[config.mk]
export PLATFORM = sky130hd
export DESIGN_NAME = monitor_entry_ctl
export DESIGN_NICKNAME = d
export VERILOG_FILES = /design/src/rtl/monitor_entry_ctl.sv
export SDC_FILE = /design/constraint.sdc
export NUM_CORES = 1
export LEC_CHECK = 0
export ABC_AREA = 1
export BUFFER_PORTS_ARGS = -buffer_cell sky130_fd_sc_hd__clkbuf_2
export CORE_MARGIN = 5
export CORE_UTILIZATION = 30
export CTS_CLUSTER_SIZE = 30
export DETAILED_ROUTE_END_ITERATION = 16
export SETUP_SLACK_MARGIN = 0.4
export SYNTH_ARGS = -nofsm -noshare
export SYNTH_HDL_FRONTEND = slang
export SYNTH_SLANG_ARGS = --single-unit
export TNS_END_PERCENT = 1
[constraint.sdc]
create_clock -name clk -period 3.79 [get_ports clk]
set_input_delay 0.758 -clock clk [delete_from_list [all_inputs] [get_ports clk]]
set_output_delay 0.758 -clock clk [all_outputs]
set_load 0.02 [all_outputs]
[src/rtl/monitor_entry_ctl.sv]
module monitor_entry_ctl #(
  parameter int SEL_W = 3,
  parameter logic [SEL_W-1:0] SEL_MATCH = 3'b101,
  parameter int SEC_BYTES = 8,
  parameter int EXTRA_CYC = 16
) (
  input  logic             clk,
  input  logic             rst_pin_n,
  input  logic             hv_irq,
  input  logic [SEL_W-1:0] sel_pins,
  input  logic             vec_blank,
  input  logic             por,
  input  logic             rx_valid,
  input  logic [7:0]       rx_byte,
  input  logic             tx_break_done,
  input  logic [15:0]      fetch_addr,
  output logic             mon_mode,
  output logic             mon_forced,
  output logic             wdog_off,
  output logic [15:0]      vec_addr,
  output logic             extra_rst,
  output logic             break_req,
  output logic             cmd_ready
);
  localparam int CW = (SEC_BYTES > 1) ? $clog2(SEC_BYTES) : 1;
  localparam int XW = (EXTRA_CYC > 1) ? $clog2(EXTRA_CYC) : 1;
  localparam logic [CW-1:0] CNT_LAST = CW'(SEC_BYTES - 1);
  localparam logic [XW-1:0] X_LAST = XW'(EXTRA_CYC - 1);

  typedef enum logic [2:0] {
    S_IDLE, S_USER, S_EXTRA, S_SEC, S_BRK, S_WAIT, S_READY
  } st_t;

  st_t st;
  logic rst_q, hv_lost;
  logic [CW-1:0] cnt;
  logic [XW-1:0] xcnt;
  logic [7:0] last_byte;

  wire rise = rst_pin_n & ~rst_q;
  wire enter_norm = hv_irq & (sel_pins == SEL_MATCH);
  wire enter_forced = ~hv_irq & vec_blank;

  always_ff @(posedge clk) rst_q <= rst_pin_n;

  always_ff @(posedge clk) begin
    if (!rst_pin_n) begin
      st <= S_IDLE;
      mon_mode <= 1'b0;
      mon_forced <= 1'b0;
      hv_lost <= 1'b0;
      cnt <= '0;
      xcnt <= '0;
      last_byte <= '0;
    end else if (rise) begin
      cnt <= '0;
      xcnt <= X_LAST;
      hv_lost <= 1'b0;
      if (enter_norm) begin
        mon_mode <= 1'b1;
        mon_forced <= 1'b0;
        st <= S_SEC;
      end else if (enter_forced) begin
        mon_mode <= 1'b1;
        mon_forced <= 1'b1;
        st <= por ? S_EXTRA : S_SEC;
      end else begin
        st <= S_USER;
      end
    end else begin
      if (mon_mode && !mon_forced && !hv_irq) hv_lost <= 1'b1;
      case (st)
        S_EXTRA: begin
          if (xcnt == '0) st <= S_SEC;
          else xcnt <= xcnt - 1'b1;
        end
        S_SEC: if (rx_valid) begin
          last_byte <= rx_byte;
          if (cnt == CNT_LAST) st <= S_BRK;
          else cnt <= cnt + 1'b1;
        end
        S_BRK: st <= S_WAIT;
        S_WAIT: if (tx_break_done) st <= S_READY;
        default: ;
      endcase
    end
  end

  assign wdog_off = mon_mode & (mon_forced | (hv_irq & ~hv_lost));
  assign extra_rst = (st == S_EXTRA);
  assign break_req = (st == S_BRK);
  assign cmd_ready = (st == S_READY);
  assign vec_addr = (mon_mode && fetch_addr[15:2] == 14'h3FFF)
                    ? {8'hFE, fetch_addr[7:0]} : fetch_addr;
endmodule


==> results.md <==
* Die Area at 0.00418 mm²
* Residual DRC at 0
* Power Total at 0.403 mW
* VDD IR max at 0.197 mV
* Register area share after synthesis at 31.3%
* Status: finished clean
* Mapped Cells at 131
* Clock period minus worst slack at ~2.2 ns
* Fin Hold WS at 0.459 ns
* Worst-case clock skew at 0.00258 ns
* Sequential cell area at 280 µm²
* Vias in the first global route at about 930
* Crit Path Max Fanout at 2
* Clock Tree Buf Depth at 2
* CTS root buf: clkbuf_4
* LEAKAGE at 0.592 nW
* Setup repair bufs after CTS at 0
* Met3 usage at ~3.3%
* P&R area growth vs syn at 22.8%
* Pin count of the biggest net entering global routing at 9
* Die width at 64.6 µm
* Post-route setup slack at roughly 1.6 ns
* Busiest layer in global routing: met2
* Arrival time worst endpoint at 1.43 ns
* Pre-antenna DRT Iters at 4
* Crit. End Element: output pin
* Gpl congestion at 0.778
* FMAX at 458 MHz
* Final setup viols at 0
* Met1 Use GR at 11.9%
* Largest cells by area after synthesis: dfxtp_1, nand3_1, inv_1, nand2_1, buf_4
* Final Cell Area at 0.00110 mm²
* Rel. slew slack at 85.0%
* Critical Path RT at 3.03 ns
* Cell Area, Synth at 896 µm²
* Layout Utilization at 39.2%
* Total wire length at 2130 µm
* Overall routing resource usage at 10.8%
* Number of DRC markers in iteration 0 at 9
* CTS Buf Count at 3
* Footprint of the multi-input gates at 447 µm²
* Avg Vias per Cell at approximately 4.5
* Worst Max-Slew Pin Slew at 0.223 ns
* Sink Count at 14
* WP buf/inv at 2
* Placed Area at between 0.001 and 0.0015 mm²
* # port buffers at 43
* Post-synth top area share at 31.3%
* Final Max Slew Viols at 0
* Final worst path period share at 57.6%
* Syn avg cell area at around 6.8 µm²
* Hold Violations, Final at 0
* Initial antenna violation count at 0
* Number of fill cells at 309
* I/O pins at 56
* CP Launch Type: input pin
* Crit-path slowest cell: nor4_1
* H-tree depth at 1
* Hold Crit Class: flip-flop to flip-flop
* Initial Util at 31.9%
* Fin nets at 201
* Unique masters post-synth at 24
* Placed Cells at 190
* Fraction of layout cells with a size suffix above 1 at 36.2%
* CP top delay family: simple AND/OR/NAND/NOR gates
* Row cnt at 19
* Final antenna-violating net count at 0
* Placement Setup Slack at 1.60 ns
* # Max-Cap Violations at 0
* TritonCTS clock tree: built
* Clk slew on worst S/H paths at 0.08 ns
* Critical path cell sequence: clkbuf_2 > nand4_1 > nor4_1 > nor2_1 > clkbuf_2
* Crit-path most repeated cell: clkbuf_2
* Vias at 881
* First-pass GRT wire length at 3750 µm
* Height of the die at 64.6 µm
* Crit-path max cell delay at 0.26 ns
* Cell taking the most area after synthesis: dfxtp_1
* Post-CTS Resized at 0
* Clock Latency Late Sink at 0.27 ns
* Mapped Nets at approximately 170
* GRT overflow at 0
* Final Instance Count excl. Fillers at ~190
* DR WL/cell at 11.0 µm
* Seq cells post-synth at 14
* Antenna Cells at 0
* Ys Warns at 0
* Core Area at 0.00281 mm²
* Post-CTS Hold Fix Bufs at 0
* Unrepaired setup endpoints after global routing: false
* Fin Setup TNS at 0 ns
* Power density over the cells at 367 mW/mm²
* Setup CP Type: input pin to output pin
* Met2 Resource Use GR at 19.6%
* HPWL Detailed at 1880 µm
==> worst register-to-register path, cell delays in order (launching register included) <==
cell and delay (ns):
dfxtp_1 0.32, ha_1 0.20, ha_1 0.20, nor3_2 0.23
inv_1 0.11, o21ai_0 0.18, a21oi_1 0.06
==> final cells by class <==
class | count | share of cell area (%)
sequential | 14 | 25.5
tap | 31 | 3.53
clock buffer | 4 | 3.30
timing repair buffer | 43 | 19.6
multi-input combinational | 80 | 40.6
inverter | 22 | 7.51
==> state kept, by name (all words and copies together) (netlist names) <==
name / flops
mon_mode: 1
st: 3
rst_q: 1
cnt: 3
hv_lost: 1
mon_forced: 1
xcnt: 4
==> synthesized netlist by cell type <==
library cell	number
nand4_1	5
dfxtp_1	14
nand2_4	1
nand3_4	1
a21oi_1	7
nand2_1	17
nor2_2	1
o21ai_0	5
nand3_1	16
ha_1	3
a21boi_0	1
o21ai_2	2
nand2_2	1
nor4_1	1
inv_2	3
nor2_4	2
a31oi_1	1
buf_4	8
and2_1	1
clkbuf_1	7
nor3_2	1
nor2_1	13
nand3b_1	1
inv_1	19
==> placed cells by master, fill, tap and decap left out, drive strengths merged, types with 3 or more instances in the layout <==
| master | count |
|---|---|
| ha | 3 |
| dfxtp | 14 |
| nand2 | 19 |
| nand3 | 17 |
| inv | 22 |
| o21ai | 7 |
| clkbuf | 47 |
| a21oi | 7 |
| nor2 | 16 |
| nand4 | 5 |
==> power breakdown <==
| group | internal (mW) | switching [mW] |
|---|---|---|
| combinational | 0.0456 | 0.0812 |
| clock | 0.0584 | 0.0480 |
| sequential | 0.159 | 0.0107 |
==> worst paths after layout <==
kind / startpoint / end / slack, ns / cells past startpoint
worst min-delay path: hv_lost / hv_lost / 0.46 / 2
worst min register to register: hv_lost / hv_lost / 0.46 / 2
worst max register to register: cnt[0] / cnt[0] / 2.38 / 6
worst max-delay path: fetch_addr[13] / vec_addr[8] / 1.61 / 5
==> kinds of logic (layout without fill, tap and decap cells) <==
logic type,count (synthesis),count (layout),share of synthesized area (%)
AOI/OAI and AO/OA,16,16,10.2
DFF,14,14,31.3
buffers and inverters,37,69,18.9
adders and majority gates,3,3,4.19
and+or+nand+nor,61,61,35.5
==> routing by layer <==
layer  wire, µm  part of all wire [%]
met5          0                     0
met4          0                     0
met3         89                   4.2
met2       1150                    54
met1        889                    42
Power figures use the tool's default switching activity.
